`src/rtl/hc_runctl_pkg.sv`:
```
// Package: shared field positions and types for the run-control register block.
// Assumes a 32-bit register bus with byte addresses.
package hc_runctl_pkg;

    // Register byte offsets
    localparam logic [3:0] CMD_OFS = 4'h0;
    localparam logic [3:0] STS_OFS = 4'h4;

    // Command register bit positions
    localparam int unsigned CMD_RUN_BIT = 0;
    localparam int unsigned CMD_RST_BIT = 1;
    localparam int unsigned CMD_FLS_LSB = 4;
    localparam int unsigned CMD_PER_BIT = 8;
    localparam int unsigned CMD_ASY_BIT = 9;

    // Status register halted flag position
    localparam int unsigned STS_HALT_BIT = 12;

    // Frame list size codes
    typedef enum logic [1:0] {
        FLS_1024 = 2'b00,
        FLS_512  = 2'b01,
        FLS_256  = 2'b10,
        FLS_RSVD = 2'b11
    } fls_e;

    // Decoded command fields
    typedef struct packed {
        logic run;
        logic per_en;
        logic async_en;
        fls_e fls;
    } cmd_t;

    localparam cmd_t CMD_INIT = '{run: 1'b0, per_en: 1'b0, async_en: 1'b0, fls: FLS_1024};

endpackage

```
`src/rtl/hc_reset_seq.sv`:
```
// Module: self-timed controller reset sequencer.
// A start pulse raises busy for exactly RST_CYC cycles; further starts while
// busy are not expected (the top gates them) and nothing can end it early.
module hc_reset_seq #(
    parameter int unsigned RST_CYC = 8
) (
    input  logic clk,
    input  logic rst_n,
    input  logic start,
    output logic busy
);
    localparam int unsigned CNT_W = (RST_CYC > 2) ? $clog2(RST_CYC) : 1;

    logic [CNT_W-1:0] cnt_q;

    // Load the down-counter on start, drop busy when it has run out
    always_ff @(posedge clk) begin
        if (!rst_n) begin
            busy  <= 1'b0;
            cnt_q <= '0;
        end else if (busy) begin
            if (cnt_q == '0) begin
                busy <= 1'b0;
            end else begin
                cnt_q <= cnt_q - 1'b1;
            end
        end else if (start) begin
            busy  <= 1'b1;
            cnt_q <= CNT_W'(RST_CYC - 1);
        end
    end

endmodule

```
`src/rtl/hc_cmd_reg.sv`:
```
// Module: command fields (run, schedule enables, frame list size).
// Assumes wr_en is already qualified by address and by the absence of a reset.
// The size field is written only when cap is high and the code is not reserved.
module hc_cmd_reg
    import hc_runctl_pkg::*;
(
    input  logic       clk,
    input  logic       rst_n,
    input  logic       soft_clr,
    input  logic       wr_en,
    input  logic       w_run,
    input  logic       w_per,
    input  logic       w_async,
    input  logic [1:0] w_fls,
    input  logic       cap,
    output cmd_t       cmd
);
    logic fls_ok;

    // Size writes need the capability and a non-reserved code
    always_comb fls_ok = cap && (fls_e'(w_fls) != FLS_RSVD);

    // Hold the command fields; soft reset returns them to their initial values
    always_ff @(posedge clk) begin
        if (!rst_n || soft_clr) begin
            cmd <= CMD_INIT;
        end else if (wr_en) begin
            cmd.run      <= w_run;
            cmd.per_en   <= w_per;
            cmd.async_en <= w_async;
            if (fls_ok) begin
                cmd.fls <= fls_e'(w_fls);
            end
        end
    end

endmodule

```
`src/rtl/hc_halt_track.sv`:
```
// Module: halted flag tracker.
// Halted is 1 out of reset, clears one cycle after run is 1, and sets one
// cycle after the engine reports idle while run is 0.
module hc_halt_track (
    input  logic clk,
    input  logic rst_n,
    input  logic soft_clr,
    input  logic run,
    input  logic eng_idle,
    output logic halted
);
    // Follow run and the engine's drain status
    always_ff @(posedge clk) begin
        if (!rst_n || soft_clr) begin
            halted <= 1'b1;
        end else if (run) begin
            halted <= 1'b0;
        end else if (eng_idle) begin
            halted <= 1'b1;
        end
    end

endmodule

```
`src/rtl/hc_status_reg.sv`:
```
// Module: write-one-to-clear event bits.
// A set pulse wins over a clear of the same bit in the same cycle.
module hc_status_reg #(
    parameter int unsigned NEVT = 6
) (
    input  logic            clk,
    input  logic            rst_n,
    input  logic            soft_clr,
    input  logic [NEVT-1:0] evt,
    input  logic            clr_en,
    input  logic [NEVT-1:0] clr_mask,
    output logic [NEVT-1:0] sts
);
    logic [NEVT-1:0] clr_bits;

    // Bits actually cleared this cycle
    always_comb clr_bits = clr_en ? clr_mask : '0;

    // Per-bit set/clear with set priority
    for (genvar g = 0; g < NEVT; g++) begin : g_bit
        always_ff @(posedge clk) begin
            if (!rst_n || soft_clr) begin
                sts[g] <= 1'b0;
            end else if (evt[g]) begin
                sts[g] <= 1'b1;
            end else if (clr_bits[g]) begin
                sts[g] <= 1'b0;
            end
        end
    end

endmodule

```
`src/rtl/hc_frame_mask.sv`:
```
// Module: frame-index mask from the frame list size.
// Index bits [MAX_LOG2+1-size : 2] are set; a reserved code maps as 1024.
module hc_frame_mask
    import hc_runctl_pkg::*;
#(
    parameter int unsigned IDX_W    = 14,
    parameter int unsigned MAX_LOG2 = 10
) (
    input  fls_e             fls,
    output logic [IDX_W-1:0] mask
);
    localparam int TOP_MAX = int'(MAX_LOG2) + 1;

    int top_i;

    // Highest index bit in use for the selected size
    always_comb begin
        case (fls)
            FLS_512: top_i = TOP_MAX - 1;
            FLS_256: top_i = TOP_MAX - 2;
            default: top_i = TOP_MAX;
        endcase
    end

    // One mask bit per index position
    for (genvar g = 0; g < IDX_W; g++) begin : g_mask
        assign mask[g] = (g >= 2) && (g <= top_i);
    end

endmodule

```
`src/rtl/hc_runctl_regs.sv`:
```
// Module: top of the host controller command/status register block.
// Decodes bus writes, runs the reset sequencer, and exposes engine controls.
// Assumes one write strobe per access and reads taken combinationally.
module hc_runctl_regs
    import hc_runctl_pkg::*;
#(
    parameter int unsigned NEVT     = 6,
    parameter int unsigned RST_CYC  = 8,
    parameter int unsigned IDX_W    = 14,
    parameter int unsigned MAX_LOG2 = 10
) (
    input  logic             clk,
    input  logic             rst_n,
    input  logic             bus_wr,
    input  logic [3:0]       bus_addr,
    input  logic [31:0]      bus_wdata,
    output logic [31:0]      bus_rdata,
    input  logic             cap_prog_fl,
    input  logic [NEVT-1:0]  evt_in,
    input  logic             eng_idle,
    output logic             run_req,
    output logic             sched_per_en,
    output logic             sched_async_en,
    output logic [IDX_W-1:0] frame_mask,
    output logic             abort_req
);
    logic            busy;
    logic            cmd_hit;
    logic            sts_hit;
    logic            rst_start;
    logic            cmd_wr;
    logic            soft_clr;
    logic            halted;
    logic [NEVT-1:0] sts_evt;
    cmd_t            cmd;
    fls_e            fls_eff;
    logic            wdata_unused;

    // Address and write qualification
    always_comb begin
        cmd_hit   = bus_wr && (bus_addr == CMD_OFS) && !busy;
        sts_hit   = bus_wr && (bus_addr == STS_OFS) && !busy;
        rst_start = cmd_hit && bus_wdata[CMD_RST_BIT];
        cmd_wr    = cmd_hit && !bus_wdata[CMD_RST_BIT];
        soft_clr  = busy || rst_start;
    end

    // Fold write-data bits no register uses
    assign wdata_unused = ^bus_wdata;

    hc_reset_seq #(.RST_CYC(RST_CYC)) i_rst_seq (
        .clk   (clk),
        .rst_n (rst_n),
        .start (rst_start),
        .busy  (busy)
    );

    hc_cmd_reg i_cmd (
        .clk      (clk),
        .rst_n    (rst_n),
        .soft_clr (soft_clr),
        .wr_en    (cmd_wr),
        .w_run    (bus_wdata[CMD_RUN_BIT]),
        .w_per    (bus_wdata[CMD_PER_BIT]),
        .w_async  (bus_wdata[CMD_ASY_BIT]),
        .w_fls    (bus_wdata[CMD_FLS_LSB+1:CMD_FLS_LSB]),
        .cap      (cap_prog_fl),
        .cmd      (cmd)
    );

    hc_halt_track i_halt (
        .clk      (clk),
        .rst_n    (rst_n),
        .soft_clr (soft_clr),
        .run      (cmd.run),
        .eng_idle (eng_idle),
        .halted   (halted)
    );

    hc_status_reg #(.NEVT(NEVT)) i_sts (
        .clk      (clk),
        .rst_n    (rst_n),
        .soft_clr (soft_clr),
        .evt      (evt_in),
        .clr_en   (sts_hit),
        .clr_mask (bus_wdata[NEVT-1:0]),
        .sts      (sts_evt)
    );

    // Size seen by software and the engine: forced to 1024 without the capability
    always_comb fls_eff = cap_prog_fl ? cmd.fls : FLS_1024;

    hc_frame_mask #(.IDX_W(IDX_W), .MAX_LOG2(MAX_LOG2)) i_mask (
        .fls  (fls_eff),
        .mask (frame_mask)
    );

    // Engine-side outputs
    always_comb begin
        run_req        = cmd.run;
        sched_per_en   = cmd.per_en;
        sched_async_en = cmd.async_en;
        abort_req      = busy;
    end

    // Read multiplexer
    always_comb begin
        bus_rdata = '0;
        case (bus_addr)
            CMD_OFS: begin
                bus_rdata[CMD_RUN_BIT]                 = cmd.run;
                bus_rdata[CMD_RST_BIT]                 = busy;
                bus_rdata[CMD_FLS_LSB+1:CMD_FLS_LSB]   = fls_eff;
                bus_rdata[CMD_PER_BIT]                 = cmd.per_en;
                bus_rdata[CMD_ASY_BIT]                 = cmd.async_en;
            end
            STS_OFS: begin
                bus_rdata[NEVT-1:0]   = sts_evt;
                bus_rdata[STS_HALT_BIT] = halted;
            end
            default: bus_rdata = '0;
        endcase
    end

endmodule

```
`config.mk`:
```
export PLATFORM = sky130hd
export DESIGN_NAME = hc_runctl_regs
export DESIGN_NICKNAME = d
export VERILOG_FILES = /design/src/rtl/hc_runctl_pkg.sv /design/src/rtl/hc_reset_seq.sv /design/src/rtl/hc_cmd_reg.sv /design/src/rtl/hc_halt_track.sv /design/src/rtl/hc_status_reg.sv /design/src/rtl/hc_frame_mask.sv /design/src/rtl/hc_runctl_regs.sv
export SDC_FILE = /design/constraint.sdc
export NUM_CORES = 1
export LEC_CHECK = 0
export BUFFER_PORTS_ARGS = -buffer_cell sky130_fd_sc_hd__buf_4
export CORE_UTILIZATION = 38
export DETAILED_ROUTE_END_ITERATION = 8
export GPL_ROUTABILITY_DRIVEN = 0
export PLACE_DENSITY = 0.77
export SLEW_MARGIN = 20
export SYNTH_ARGS = -nofsm -noshare
export SYNTH_HDL_FRONTEND = slang
export SYNTH_SLANG_ARGS = --single-unit
```
`constraint.sdc`:
```
create_clock -name clk -period 1.7 [get_ports clk]
set_input_delay 0.425 -clock clk [delete_from_list [all_inputs] [get_ports clk]]
set_output_delay 0.425 -clock clk [all_outputs]
set_load 0.05 [all_outputs]
```
Word-level counts from Yosys, hierarchy flattened. Index checks and enable logic that the tools add are counted.

Bits in registers: 16. Logic and storage cells: 83. Bits of input ports: 47. Output and inout bits: 50.

Eq/ne operators: 5. Add/sub/neg operators: 1. Reductions and logical operators: 24. Mux-type cells: 28. Magnitude comparators: 12.

Operators by type and width (number): 5-bit by 32-bit less-or-equal comparator with 1-bit output (first input constant) (6); 4-bit by 32-bit less-or-equal comparator with 1-bit output (first input constant) (4); 1-bit 2-to-1 mux (18); 2-bit nonzero test (8); 2-bit case mux with 2 select lines (3); 3-bit 2-to-1 mux (3); 2-bit by 4-bit less-or-equal comparator with 1-bit output (first input constant) (2); 1-bit logical AND (7); 2-bit 2-to-1 mux (3); 6-bit 2-to-1 mux (1); 4-bit by 3-bit equality test with 1-bit output (second input constant) (1); 4-bit zero test (1); 2-bit inequality test (second input constant) (2); 2-bit AND reduction (2); 1-bit zero test (3); 3-bit zero test (1); 3-bit by 1-bit subtractor with 3-bit output (second input constant) (1); 2-bit by 1-bit equality test with 1-bit output (second input constant) (1); 2-bit equality test (second input constant) (1); 1-bit logical OR (2).

Depth between registers and ports, before layout. Gate-level depths: netlist of the first run.

Depth after elaboration: 6. Mapped depth: 5. Depth with buffers taken out: 5.

Modules after synthesis. A second synthesis of the first run with hierarchy kept.

Cells, all modules: 130. Area total of the unflattened synthesis: 1152.4 um2.

Modules (own cells, without submodules): hc_runctl_regs (cells an instance 41, times used 1, area an instance 346.6 um2, sequential area each 0.0 um2); hc_status_reg (cells an instance 25, times used 1, area an instance 231.5 um2, sequential area each 120.1 um2); hc_reset_seq (cells an instance 22, times used 1, area an instance 202.7 um2, sequential area each 80.1 um2); hc_cmd_reg (cells an instance 19, times used 1, area an instance 200.2 um2, sequential area each 100.1 um2); hc_frame_mask (cells an instance 19, times used 1, area an instance 130.1 um2, sequential area each 0.0 um2); hc_halt_track (cells an instance 4, times used 1, area an instance 41.3 um2, sequential area each 20.0 um2).

Least setup slack after synthesis of the first run. No wires, ideal clock.

Kind: input to output. Start point: input port bus_addr[2]. End point: output port bus_rdata[4]. Path slack: -843 ps. Data arrival time: 2118 ps. Stages on the path: 2. Buffers on the path: 0. Data required time: 1275 ps. Cells stage by stage: or4_4 -> o21ai_0.

Cells in the longest elaborated chain, start to end: 2. Elaborated cells between the ends (all ways): 3. Those cells by class: eq/ne (1); mux (1); reduce/logical (1).

Ends and longest elaborated chain: start, declared (line hc_runctl_regs.sv:15) `input logic [3:0] bus_addr,`; 4-bit by 3-bit equality test with 1-bit output / 4-bit zero test (equally long branches) (line hc_runctl_regs.sv:109) `case (bus_addr)`; 2-bit case mux with 2 select lines * (line hc_runctl_regs.sv:109); end, declared (line hc_runctl_regs.sv:17) `output logic [31:0] bus_rdata,`.

Every way passes the cells marked *; elsewhere a longest branch is shown, timed or not.

Final worst setup path of the first run.
Start point: input port bus_addr[2]. End point: output port bus_rdata[5].

The elaborated chain is that of the path after synthesis.

==> results.tsv, run 1 <==
stage	metric	value	unit
drt	number of violations reported at the end of detailed-routing iteration 0	12	
finish	NumNets Final	237	
logic_synthesis	Most used DFF post-synth	sky130_fd_sc_hd__dfxtp_1	
logic_synthesis	cell count after synthesis	136	
sta	Final Skew	0.00415	ns
power_and_ir_drop	cell leakage power	0.756	nW
sta	clock period minus worst slack	1.85	ns
critical_path	worst reg2reg setup slack	0.25	ns
status	status	finished with violations	
worst_hold_path	Min-Delay Endpoint	i_sts.sts[4]	
worst_hold_path	Hold Path Origin	evt_in[4]	
logic_synthesis	sequential element share of the synthesized area	28.3	%
critical_path	launch point of the worst reg-to-reg path	i_rst_seq.busy	
sta	Finish-stage setup viols	6	
power_and_ir_drop	power per cell area	611	nW/um^2
floorplan	initial core utilization	40.7	%
critical_path	Critical Path, Cell by Cell	buf_6 -> or4_4 -> o21ai_4 -> buf_6	
finish	number of antenna cells inserted	0	
critical_path	CP peak stage delay	0.57	ns
critical_path	cells on worst reg2reg path	3	
critical_path	CP Capture Type	primary output	
drt	first-pass iteration count of the detailed router	4	
sta	post-route setup TNS	-0.338	ns
critical_path	reg2reg end	i_cmd.cmd[0]	
placed_design	Buffers on Ports	38	
critical_path	cell mode on critical path	sky130_fd_sc_hd__buf_6	
global_route	vias in the first global route	829	
logic_synthesis	EDFF count, synth	0	
logic_synthesis	post-synth top area cell	sky130_fd_sc_hd__dfxtp_1	
sta	maximum clock frequency	542	MHz
cts	Max Root-Sink Buffers	2	
critical_path	Slowest cell on crit path	sky130_fd_sc_hd__or4_4	
cts	Num CTS Buffers	3	
cts	root buffer selected by CTS	sky130_fd_sc_hd__clkbuf_4	
logic_synthesis	adder-cell share of the synthesized area	4.42	%
critical_path	startpoint of the most critical setup path	bus_addr[2]	
finish	share of layout cells above drive strength 1	38.4	%
floorplan	core region area	2780	sq um
logic_synthesis	Warnings, synthesis	0	
drt	total wire length after detailed routing	2.22	mm
sta	RSZ-0062 raised after global routing	true	
critical_path	CP Data Arrival Time	1.42	ns
logic_synthesis	post-synthesis sequential element count	16	
cts	clock slew at the register clock pins of the worst setup and hold paths	0.09	ns
logic_synthesis	simple-gate share of the synthesized area	17.2	%
logic_synthesis	compound-gate portion of the synthesized area	20.6	%
power_and_ir_drop	worst-case vdd ir drop	441	uV
floorplan	number of primary I/O pins	97	
global_route	maximum number of pins on one net before global-route repair	14	
critical_path	peak fanout along the critical path	3	
logic_synthesis	cell with the most instances after synthesis	sky130_fd_sc_hd__buf_4	
floorplan	floorplan die width	56.6	um
floorplan	Die Y	56.6	um
critical_path	kind of start point of the critical path	input port	
drt	drt drc	0	
drt	total via count after detailed routing	962	
sta	count of final max-slew check failures	0	
cts	clock sink total	16	
logic_synthesis	synthesized-area fraction occupied by xor and xnor cells	0	%
worst_hold_path	cell depth of the worst hold path	2	
drt	final routed wire length divided by cell count	10.3	um
finish	share of the core filled with cells	56.2	%
logic_synthesis	count of different cell masters after synthesis	30	
worst_hold_path	worst min-delay path category	input port to register	
logic_synthesis	list of most frequent post-synthesis cells	sky130_fd_sc_hd__buf_4 (34), sky130_fd_sc_hd__dfxtp_1 (16), sky130_fd_sc_hd__inv_1 (14), sky130_fd_sc_hd__o21a_1 (8)	
global_route	wire length of the first global-routing pass	3.55	mm
sta	share of the clock period used by the worst path	109	%
drt	post-route antenna net violation count	0	
status	failing checks	negative setup slack	
global_route	GRT overflow	0	
global_route	initial antenna violation count	0	
critical_path	WP data required	1.27	ns
logic_synthesis	Synth top area share	28.3	%
logic_synthesis	combinational family with the most area after synthesis	buffers and inverters	
placed_design	hpwl dp	1.76	mm
cts	cts-stage hold buffer count	0	
sta	final setup slack of the worst path	-0.146	ns
floorplan	Cell Rows	19	
critical_path	Setup Crit Path Kind	input port to primary output	
drt	average via count per standard cell	4.45	
logic_synthesis	proportion of synthesized area in mux cells	0	%
cts	clock insertion delay at the later pin of the skew report	0.29	ns
cts	level count of the clock H-tree	1	
finish	area growth from synthesis to layout	38.0	%
floorplan	die footprint	3200	sq um
logic_synthesis	async set-reset flop share out of synthesis	0	%
global_route	total track usage	14.0	%
logic_synthesis	average cell area after synthesis	8.33	sq um
placed_design	worst setup slack before clock tree synthesis	-0.194	ns
power_and_ir_drop	Overall Power	955	uW
sta	Final Hold Viols	0	
cts	TritonCTS clock tree	done	
logic_synthesis	Synth area leaders	sky130_fd_sc_hd__dfxtp_1 (28%), sky130_fd_sc_hd__buf_4 (23%), sky130_fd_sc_hd__o21a_1 (5.3%), sky130_fd_sc_hd__inv_1 (4.6%), sky130_fd_sc_hd__ha_1 (4.4%)	
flow_run	# Max-Cap Violations	0	
logic_synthesis	Syn Std Cell Area	1130	sq um
==> cell families after synthesis <==
kind of cell,count (synthesis)
buffers and inverters,52
AOI/OAI and AO/OA,33
and+or+nand+nor,29
DFF,16
adders and majority gates,4
other,2
==> report_power, final <==
part           switching, mW  internal (mW)
Sequential           0.00629          0.387
Clock                  0.120          0.130
Combinational          0.230         0.0811
==> repair_timing <==
item                       4_1_cts  5_1_grt
gates resized for setup         11       10
gates cloned                     0        0
setup endpoints to repair        9       11
setup buffers                    1        0
pin swaps                        3        6
==> stage by stage <==
step                hold slack (ns)  instances  instance area (sq um)
floorplan                     0.440        168                   1300
global placement              0.451        211                   1440
detailed placement            0.456        211                   1440
CTS                           0.333        216                   1520
global route                  0.336        216                   1560
finish                        0.338        216                   1560
==> cell usage in the layout, fill, tap and decap left out, types with 2 or more instances in the layout <==
master / n
sky130_fd_sc_hd__dfxtp_1: 16
sky130_fd_sc_hd__buf_4: 38
sky130_fd_sc_hd__conb_1: 34
sky130_fd_sc_hd__nor3b_1: 2
sky130_fd_sc_hd__a22o_2: 2
sky130_fd_sc_hd__nand2b_1: 2
sky130_fd_sc_hd__nand3_1: 5
sky130_fd_sc_hd__nand2_1: 4
sky130_fd_sc_hd__ha_1: 4
sky130_fd_sc_hd__o21ai_0: 5
sky130_fd_sc_hd__o21ai_4: 2
sky130_fd_sc_hd__inv_1: 14
sky130_fd_sc_hd__o21a_1: 8
sky130_fd_sc_hd__a21boi_0: 4
sky130_fd_sc_hd__and2_4: 5
sky130_fd_sc_hd__buf_6: 7
sky130_fd_sc_hd__buf_8: 6
sky130_fd_sc_hd__clkbuf_4: 3
sky130_fd_sc_hd__a31oi_1: 7
==> sequential cells by signal (all words and copies together) (netlist names) <==
register         flops
i_rst_seq.busy       1
i_rst_seq.cnt_q      3
i_halt.halted        1
i_sts.sts            6
i_cmd.cmd            5
==> layer usage <==
layer / part of all wire, % / vias up / GRT usage, %
li1: - / 494 / -
met1: 44 / 428 / 17.9
met2: 49 / 38 / 23.5
met3: 6.3 / 2 / 4.15
met4: 0.45 / 0 / 2.09
met5: 0 / - / 0
==> how the worst max path moves through the flow <==
stage | end | cells after the start | slack, ns
6_report | bus_rdata[5] | 4 | -0.15
5_1_grt | bus_rdata[5] | 4 | -0.16
4_1_cts | bus_rdata[5] | 4 | -0.17
3_5_place_dp | bus_rdata[5] | 4 | -0.19
3_3_place_gp | bus_rdata[5] | 4 | -0.19
2_1_floorplan | bus_rdata[4] | 2 | -0.08
==> worst max-delay path, delay by kind of cell <==
kind            cells  cell delay [ns]
simple gates        1             0.57
buf+inv             2             0.27
compound gates      1             0.15
==> layout make-up <==
type                       count  area, sq um
inverter                      14         52.6
tap                           31         38.8
clock buffer                   4         36.3
timing repair buffer          51          454
fill                         272         1220
multi-input combinational    100          661
sequential                    16          320
Note: power is estimated with default switching activity, not from simulation.
==> run 2: changes to the inputs <==
SETUP_SLACK_MARGIN = 0.02   (was default)
==> run 2 against run 1 <==
  * Setup slack improved by 0.011 ns
  * Via count grew 8.9%
  * Critical path type unchanged
  * The flow still finishes with violations (negative setup slack)
  * Register-to-register slack gained 0.04 ns
  * Non-clock buffer count is 7 higher
  * Global-route usage increased by 4.1 points
  * Sequential share of layout area decreased by 0.94 points
==> results.tsv, run 2 (synthesis results as in run 1) <==
stage	metric	value	unit
drt	total wire length after detailed routing	2.78	mm
finish	number of antenna cells inserted	0	
power_and_ir_drop	Comb power frac	35.6	%
critical_path	launch point of the worst reg-to-reg path	i_rst_seq.busy	
cts	TritonCTS clock tree	done	
finish	registers with the most flip-flops	i_sts.sts (6), i_cmd.cmd (5), i_rst_seq.cnt_q (3)	
sta	maximum clock frequency	545	MHz
finish	NumNets Final	244	
floorplan	Cell Rows	19	
floorplan	Die Y	56.6	um
finish	count of placed standard cells in the final layout, fillers left out	222	
critical_path	cells on worst reg2reg path	3	
power_and_ir_drop	power per cell area	561	nW/um^2
drt	number of violations reported at the end of detailed-routing iteration 0	8	
critical_path	CP Data Arrival Time	1.41	ns
floorplan	number of primary I/O pins	97	
finish	most common library cell in the layout ignoring fill and taps	sky130_fd_sc_hd__buf_4	
drt	drt drc	0	
power_and_ir_drop	clock network fraction of total power	21.6	%
sta	final setup slack of the worst path	-0.135	ns
sta	RSZ-0062 raised after global routing	true	
power_and_ir_drop	cell leakage power	0.807	nW
cts	clock sink total	16	
flow_run	# Max-Cap Violations	0	
floorplan	core region area	2780	sq um
cts	clock insertion delay at the later pin of the skew report	0.29	ns
power_and_ir_drop	switching fraction of total power	39.4	%
status	status	finished with violations	
power_and_ir_drop	Seq pwr share	42.8	%
power_and_ir_drop	sw power	365	uW
finish	area growth from synthesis to layout	45.7	%
sta	Final Hold Viols	0	
drt	total via count after detailed routing	1048	
sta	share of the clock period used by the worst path	108	%
placed_design	Buffers on Ports	38	
status	failing checks	negative setup slack	
critical_path	startpoint of the most critical setup path	bus_addr[2]	
critical_path	WP data required	1.27	ns
placed_design	hpwl dp	2.04	mm
cts	level count of the clock H-tree	1	
power_and_ir_drop	Overall Power	926	uW
global_route	total track usage	18.1	%
cts	Max Root-Sink Buffers	2	
sta	clock period minus worst slack	1.84	ns
critical_path	peak fanout along the critical path	3	
floorplan	initial core utilization	40.7	%
critical_path	reg2reg end	i_cmd.cmd[0]	
worst_hold_path	worst min-delay path category	input port to register	
floorplan	floorplan die width	56.6	um
cts	Num CTS Buffers	3	
global_route	vias in the first global route	1041	
floorplan	die footprint	3200	sq um
cts	root buffer selected by CTS	sky130_fd_sc_hd__clkbuf_4	
global_route	wire length of the first global-routing pass	4.49	mm
sta	Final Skew	0.000449	ns
sta	count of final max-slew check failures	0	
finish	fill cell total of the finished layout	262	
finish	most flop-heavy register	i_sts.sts	
global_route	initial antenna violation count	0	
drt	final routed wire length divided by cell count	12.5	um
sta	Finish-stage setup viols	9	
placed_design	total instance count after detailed placement	213	
finish	top library cells by usage in the layout, fill and taps aside	sky130_fd_sc_hd__buf_4 (42), sky130_fd_sc_hd__conb_1 (34), sky130_fd_sc_hd__inv_1 (14), sky130_fd_sc_hd__dfxtp_1 (14), sky130_fd_sc_hd__buf_8 (9)	
critical_path	kind of start point of the critical path	input port	
critical_path	CP Capture Type	primary output	
drt	first-pass iteration count of the detailed router	4	
critical_path	worst reg2reg setup slack	0.29	ns
critical_path	crit path capture	bus_rdata[4]	
power_and_ir_drop	worst-case vdd ir drop	449	uV
power_and_ir_drop	P_int	561	uW
drt	post-route antenna net violation count	0	
sta	post-route setup TNS	-0.778	ns
global_route	GRT overflow	0	
global_route	maximum number of pins on one net before global-route repair	14	
critical_path	Setup Crit Path Kind	input port to primary output	
finish	max FFs per register	6	
cts	clock slew at the register clock pins of the worst setup and hold paths	0.09	ns
finish	share of layout cells above drive strength 1	41.4	%
drt	average via count per standard cell	4.72	
==> run 2: cell types whose count changed in the layout (fill, tap and decap cells not counted), moves of 2 or more <==
| cell | change |
|---|---|
| sky130_fd_sc_hd__dfxtp_2 | +2 |
| sky130_fd_sc_hd__a22o_4 | +2 |
| sky130_fd_sc_hd__buf_8 | +3 |
| sky130_fd_sc_hd__a22o_2 | -2 |
| sky130_fd_sc_hd__buf_4 | +4 |
| sky130_fd_sc_hd__dfxtp_1 | -2 |
==> run 2: per-layer routing <==
| metal | wire length, um | global-route usage [%] | part of all wire, % |
|---|---|---|---|
| met1 | 944 | 18.7 | 34 |
| met2 | 1630 | 35.0 | 59 |
| met3 | 124 | 3.23 | 4.5 |
| met4 | 72 | 7.67 | 2.6 |
| met5 | 0 | 0 | 0 |
==> run 2: what timing repair did <==
| item | CTS | global route |
|---|---|---|
| gates cloned | 0 | 0 |
| endpoints found under the setup margin | 9 | 14 |
| setup buffers | 6 | 0 |
| hold buffers | 0 | 0 |
| resized for setup | 21 | 9 |
| pin swaps | 11 | 3 |
==> run 2: how the worst min path moves through the flow <==
stage | from | to | slack, ns | depth (start not counted)
after floorplan | i_rst_seq.cnt_q[1] | i_rst_seq.cnt_q[1] | 0.44 | 1
after global placement | i_rst_seq.cnt_q[1] | i_rst_seq.cnt_q[1] | 0.45 | 1
after detailed placement | i_rst_seq.cnt_q[1] | i_rst_seq.cnt_q[1] | 0.47 | 1
after CTS | evt_in[0] | i_sts.sts[0] | 0.34 | 2
after global routing | evt_in[3] | i_sts.sts[3] | 0.34 | 2
final | evt_in[2] | i_sts.sts[2] | 0.34 | 2
==> run 2: worst max-delay path, cell delays in order <==
cell and delay [ns]:
sky130_fd_sc_hd__buf_6 0.10, sky130_fd_sc_hd__or4_4 0.57, sky130_fd_sc_hd__o21ai_4 0.15, sky130_fd_sc_hd__buf_6 0.17
==> run 2: power groups by stage <==
stage | registers (mW) | clock network, mW | logic (mW)
after floorplan | 0.404 | 0 | 0.287
after global placement | 0.403 | 0 | 0.301
final | 0.396 | 0.200 | 0.330
after detailed placement | 0.404 | 0 | 0.306
after CTS | 0.396 | 0.207 | 0.322
after global routing | 0.398 | 0.225 | 0.347
==> run 2: through the flow <==
stage          hold slack [ns]  worst slack, ns  area (sq um)  utilization (%)
2_1_floorplan            0.440          -0.0831          1310                -
3_3_place_gp             0.449           -0.200          1470             52.7
3_5_place_dp             0.473           -0.204          1470             52.7
4_1_cts                  0.336           -0.172          1620             58.2
5_1_grt                  0.335           -0.173          1650             59.3
6_report                 0.339           -0.135          1650             59.3
==> run 2: final cells by class <==
| class | count | area (sq um) | share of cell area [%] |
|---|---|---|---|
| inverters | 14 | 52.6 | 3.18 |
| multi-input cells | 100 | 684 | 41.5 |
| clock buffers | 3 | 22.5 | 1.36 |
| repair buffers | 58 | 529 | 32.1 |
| well taps | 31 | 38.8 | 2.35 |
| flip-flops and latches | 16 | 323 | 19.6 |
